$ cat src/rtl/ram_pkg.sv
package ram_pkg;
    localparam int ADDR_W   = 7;
    localparam int DEPTH    = 1 << ADDR_W;
    localparam int DATA_W   = 8;
    localparam int BANK_W   = 2;
    localparam int IDX_W    = 3;
    localparam int POS_W    = $clog2(DATA_W);
    localparam int BITA_W   = 7;
    localparam logic [ADDR_W-1:0] BIT_BASE = 7'h20;

    typedef enum logic [1:0] {
        BOP_NONE  = 2'b00,
        BOP_SET   = 2'b01,
        BOP_CLR   = 2'b10,
        BOP_WRITE = 2'b11
    } bit_op_e;

    typedef logic [DATA_W-1:0] byte_t;
    typedef logic [ADDR_W-1:0] addr_t;

    // apply a single-bit operation to a byte, mask has exactly one bit set
    function automatic byte_t apply_bit_op(byte_t cur, byte_t mask,
                                           bit_op_e op, logic wval);
        byte_t res;
        case (op)
            BOP_SET:   res = cur | mask;
            BOP_CLR:   res = cur & ~mask;
            BOP_WRITE: res = wval ? (cur | mask) : (cur & ~mask);
            default:   res = cur;
        endcase
        return res;
    endfunction
endpackage

$ cat src/rtl/ram_xlate.sv
module ram_xlate
    import ram_pkg::*;
(
    input  logic [IDX_W-1:0]  reg_idx,
    input  logic [BANK_W-1:0] bank_sel,
    input  logic [BITA_W-1:0] bit_addr,
    output addr_t             reg_addr,
    output addr_t             bit_byte,
    output logic [POS_W-1:0]  bit_pos,
    output byte_t             bit_mask
);
    localparam int PAD_R = ADDR_W - BANK_W - IDX_W;
    localparam int OFS_W = BITA_W - POS_W;

    // register view: bank selects a block of 2**IDX_W bytes from address 0
    assign reg_addr = {{PAD_R{1'b0}}, bank_sel, reg_idx};

    // bit view: upper bits pick the byte in the window, lower bits the position
    assign bit_byte = BIT_BASE + addr_t'(bit_addr[BITA_W-1:POS_W]);
    assign bit_pos  = bit_addr[POS_W-1:0];
    assign bit_mask = byte_t'(1) << bit_pos;

    // the bit window is 16 bytes wide; offset field width must match
    initial begin
        assert (OFS_W == 4) else $error("bit window width mismatch");
    end
endmodule

$ cat src/rtl/ram_cell.sv
module ram_cell
    import ram_pkg::*;
(
    input  logic    clk,
    input  logic    byte_hit,
    input  byte_t   byte_data,
    input  logic    reg_hit,
    input  byte_t   reg_data,
    input  logic    bit_hit,
    input  byte_t   bit_mask,
    input  bit_op_e bit_op,
    input  logic    bit_wval,
    output byte_t   q
);
    byte_t nxt;

    // priority: byte port, then register port, then bit operation
    always_comb begin
        if (byte_hit)
            nxt = byte_data;
        else if (reg_hit)
            nxt = reg_data;
        else if (bit_hit)
            nxt = apply_bit_op(q, bit_mask, bit_op, bit_wval);
        else
            nxt = q;
    end

    always_ff @(posedge clk) begin
        q <= nxt;
    end
endmodule

$ cat src/rtl/banked_bit_ram.sv
module banked_bit_ram
    import ram_pkg::*;
(
    input  logic              clk,
    input  logic              rst,
    input  logic [ADDR_W-1:0] byte_addr,
    input  logic              byte_we,
    input  logic [DATA_W-1:0] byte_wdata,
    output logic [DATA_W-1:0] byte_rdata,
    input  logic [IDX_W-1:0]  reg_idx,
    input  logic [BANK_W-1:0] bank_sel,
    input  logic              reg_we,
    input  logic [DATA_W-1:0] reg_wdata,
    output logic [DATA_W-1:0] reg_rdata,
    input  logic [BITA_W-1:0] bit_addr,
    input  logic [1:0]        bit_op,
    input  logic              bit_wval,
    output logic              bit_rdata
);
    addr_t            reg_addr;
    addr_t            bit_byte;
    logic [POS_W-1:0] bit_pos;
    byte_t            bit_mask;
    bit_op_e          op;
    byte_t            mem [DEPTH];

    assign op = bit_op_e'(bit_op);

    ram_xlate u_xlate (
        .reg_idx  (reg_idx),
        .bank_sel (bank_sel),
        .bit_addr (bit_addr),
        .reg_addr (reg_addr),
        .bit_byte (bit_byte),
        .bit_pos  (bit_pos),
        .bit_mask (bit_mask)
    );

    for (genvar g = 0; g < DEPTH; g++) begin : g_cell
        ram_cell u_cell (
            .clk       (clk),
            .byte_hit  (byte_we && (byte_addr == addr_t'(g))),
            .byte_data (byte_wdata),
            .reg_hit   (reg_we && (reg_addr == addr_t'(g))),
            .reg_data  (reg_wdata),
            .bit_hit   ((op != BOP_NONE) && (bit_byte == addr_t'(g))),
            .bit_mask  (bit_mask),
            .bit_op    (op),
            .bit_wval  (bit_wval),
            .q         (mem[g])
        );
    end

    assign byte_rdata = mem[byte_addr];
    assign reg_rdata  = mem[reg_addr];
    assign bit_rdata  = mem[bit_byte][bit_pos];

    // ---------------- assertions ----------------
    logic bit_clean;
    assign bit_clean = (op != BOP_NONE)
                    && !(byte_we && byte_addr == bit_byte)
                    && !(reg_we && reg_addr == bit_byte);

    assert_reg_write_R1: assert property (@(posedge clk) disable iff (rst)
        (reg_we && !(byte_we && byte_addr == reg_addr))
        |=> mem[$past(reg_addr)] == $past(reg_wdata));

    assert_bit_set_R4: assert property (@(posedge clk) disable iff (rst)
        (bit_clean && op == BOP_SET)
        |=> (mem[$past(bit_byte)] & $past(bit_mask)) != '0);

    assert_bit_others_R5: assert property (@(posedge clk) disable iff (rst)
        bit_clean
        |=> ((mem[$past(bit_byte)] ^ $past(mem[bit_byte])) & ~$past(bit_mask)) == '0);

    assert_byte_over_bit_R7: assert property (@(posedge clk) disable iff (rst)
        (byte_we && op != BOP_NONE && byte_addr == bit_byte)
        |=> mem[$past(byte_addr)] == $past(byte_wdata));

    assert_byte_over_reg_R8: assert property (@(posedge clk) disable iff (rst)
        (byte_we && reg_we && byte_addr == reg_addr)
        |=> mem[$past(byte_addr)] == $past(byte_wdata));
endmodule

$ cat config.mk
export PLATFORM = sky130hd
export DESIGN_NAME = banked_bit_ram
export DESIGN_NICKNAME = d
export VERILOG_FILES = /design/src/rtl/ram_pkg.sv /design/src/rtl/ram_xlate.sv /design/src/rtl/ram_cell.sv /design/src/rtl/banked_bit_ram.sv
export SDC_FILE = /design/constraint.sdc
export NUM_CORES = 2
export LEC_CHECK = 0
export CAP_MARGIN = 20
export CORE_AREA = 2 2 513 515
export DETAILED_ROUTE_END_ITERATION = 7
export DIE_AREA = 0 0 515 517
export DONT_BUFFER_PORTS = 1
export PLACE_DENSITY_LB_ADDON = 0.08
export SYNTH_ARGS = -nofsm -noshare
export SYNTH_HDL_FRONTEND = slang
export SYNTH_SLANG_ARGS = --single-unit
$ cat constraint.sdc
create_clock -name clk -period 7.2 [get_ports clk]
set_clock_uncertainty 0.15 [all_clocks]
set_input_delay 0.72 -clock clk [delete_from_list [all_inputs] [get_ports clk]]
set_output_delay 0.72 -clock clk [all_outputs]
set_load 0.005 [all_outputs]
==> impl_metrics.toml <==
[status]
status = "finished with violations"
violations = "slew limit"

[critical_path]
critPathMaxStageDelay_ps = 740
path_class = "primary input to output port"
critPathArrivalTime_ps = 5830
path_cells = "buf_16 -> buf_16 -> buf_16 -> mux4_2 -> nor3_1 -> a311oi_1 -> o221ai_1 -> a22o_1 -> a211oi_2"
cpLargestDelayFamily = "compound AO/OA/AOI/OAI gates"
critPathMaxFanout = 117
cp-end-kind = "output port"
required_ps = 6330
cp_common_cell = "buf_16"
path_buf_inv = 3
cp_slowest_cell = "a311oi_1"
cp-start-kind = "primary input"

[clock_network]
cts-root-buf = "clkbuf_16"
htree_levels = 4
cts_hold_buf = 43
cts_setup_buffers = 0
ctsResizeCount = 0
cts_buffer_depth = 3
clk_latency_ps = 800
numCtsBuffers = 143
path_clk_slew_ps = 60
cts_sinks = 1024
cts_tree = "built"

[timing]
setup_viol = 0
rsz0062_at_grt = "false"
drv_slew = 157
hold_viol_final = 0
worst_pin_slew_ps = 1810
final.setup.tns_ps = 0
fmax_mhz = 149
min_period_ps = 6700
period_share_pct = 93.1
slew_headroom_pct = -20.3

[pwr]
ir_worst_vdd_v = 0.000211
pwr_density_cell_mw_per_mm2 = 205
p_leak_nw = 21.4

[placed_design]
numPortBuffers = 0
dp_cells = 9143
dp_hpwl_um = 165000
routabilityCongestion = 0.796

[global_routing]
grt_pass1_wl_um = 418000
grt_max_degree = 522
overflow = 0
antenna_found_initial = 13
grt_pass1_vias = 49000
grt.total_usage_pct = 22.1

[drt]
drc = 0
top_layer = "met5"
dr.first_iter.drc_count = 5815
via_per_inst = 5.56
met1_length_um = 137000
drt_pass1_iterations = 5
met3_length_um = 18500
routed_wl_um = 302000
route.detailed.wl_per_inst_um = 31.9
ant_nets = 0
met2_length_um = 137000
dr_total_vias = 52600

[finish]
final_common_cell = "edfxtp_1"
layout.nets = 5995
largest_reg_flops = 1024
largestRegisters = "g_cell.u_cell.q: 1024 flops"
top_register = "g_cell.u_cell.q"
area_growth_pct = 11.1
drive_gt1_share_pct = 13.4
final_cells = 9471
layout_common_cells = "edfxtp_1, nand2_1, a21oi_1, o21ai_0, o31ai_1"

[synth]
ys_types = 66
async_flop_share_pct = 0
avgSynthCellArea_um2 = 10.2
synth_xor_area_share_pct = 0
muxShareOfSynthArea_pct = 14.7
yosysWarnings = 0
synth_flop_cell = "edfxtp_1"
synth_top_family_by_area = "compound AO/OA/AOI/OAI gates"
synth_compound_area_share_pct = 21.0
synth_edf_count = 1024
netlist_area_mm2 = 0.0650
syn_nets = 6414
synth_seq_area_share_pct = 47.3
syn_inst = 6369
yosys.area_share.simple_pct = 11.4
ys_ff_latch = 1024
synthAdderAreaFrac_pct = 0.0578

[flow_run]
drv_cap = 0

[floorplanning]
die_h_um = 517
ios = 59
initial_core_util_pct = 24.9
die-area_mm2 = 0.266
die_w_um = 515
core_mm2 = 0.261
rows = 188

[hold_path]
worstHoldPathType = "primary input to flip-flop"
-- stage by stage --
stage | utilization [%] | instance area [um2] | worst slack [ps] | hold WS [ps] | power (W)
after floorplan | - | 65000 | 3850 | 446 | 0.00773
after global placement | 25.5 | 66600 | 2530 | 474 | 0.00791
after detailed placement | 25.6 | 66700 | 2390 | 482 | 0.00792
after CTS | 27.4 | 71500 | 2090 | 1.13 | 0.0149
after global routing | 27.6 | 72200 | 289 | 42.8 | 0.0152
final | 27.6 | 72200 | 496 | 54.6 | 0.0148
-- path summary, 6_finish.rpt --
kind / depth (start not counted) / slack [ps] / to / from
worst max-delay path: 9 / 500 / byte_rdata[6] / byte_addr[0]
worst min register to register: 2 / 500 / g_cell[52].u_cell.q[3] / g_cell[52].u_cell.q[3]
worst min-delay path: 2 / 50 / g_cell[17].u_cell.q[0] / byte_wdata[0]
worst max register to register: 5 / 5250 / g_cell[16].u_cell.q[5] / g_cell[16].u_cell.q[5]
-- where the power goes --
part | internal [W] | switching, W
Clock | 0.00384 | 0.00297
Sequential | 0.00657 | 0.0000221
Combinational | 0.000499 | 0.000902
-- synthesized netlist by cell type, types with 12 or more instances --
cell type	instances	share of area, %
a21oi_1	983	7.6
a22oi_1	33	0.38
a31oi_1	101	0.97
buf_2	164	1.3
buf_4	24	0.28
buf_6	27	0.47
clkbuf_1	500	2.9
edfxtp_1	1024	47
mux2_2	21	0.36
mux2i_1	131	2.0
mux4_1	47	1.9
mux4_2	298	10
nand2_1	997	5.8
nand2_2	14	0.13
nand2b_1	12	0.12
nand3_1	22	0.17
nor2_1	339	2.0
nor2_2	75	0.72
nor2_4	19	0.33
nor2b_1	14	0.13
nor3_1	178	1.4
o211ai_1	93	1.1
o21ai_0	535	4.1
o21ai_1	72	0.55
o22ai_1	29	0.28
o31ai_1	480	5.5
-- layer usage --
layer | up-vias | global-route usage (%)
met5 | - | 0
met4 | 4 | 6.69
met3 | 355 | 3.41
met2 | 1965 | 34.8
met1 | 26800 | 31.1
li1 | 23500 | -
-- area by class of cell --
type | instances | area (um2)
diodes | 1 | 2.50
clock buffers | 184 | 3840
clock inverters | 61 | 382
fillers | 27000 | 189000
inverters | 7 | 36.3
multi-input cells | 4592 | 30800
flip-flops and latches | 1024 | 30700
well taps | 3420 | 4280
repair buffers | 182 | 2110
-- cell families after synthesis --
group	count (synthesis)
flops	1024
compound gates	2365
fa+ha+maj	3
mux	500
buf+inv	753
simple gates	1724
No activity file was read; power rests on OpenSTA's default activity.
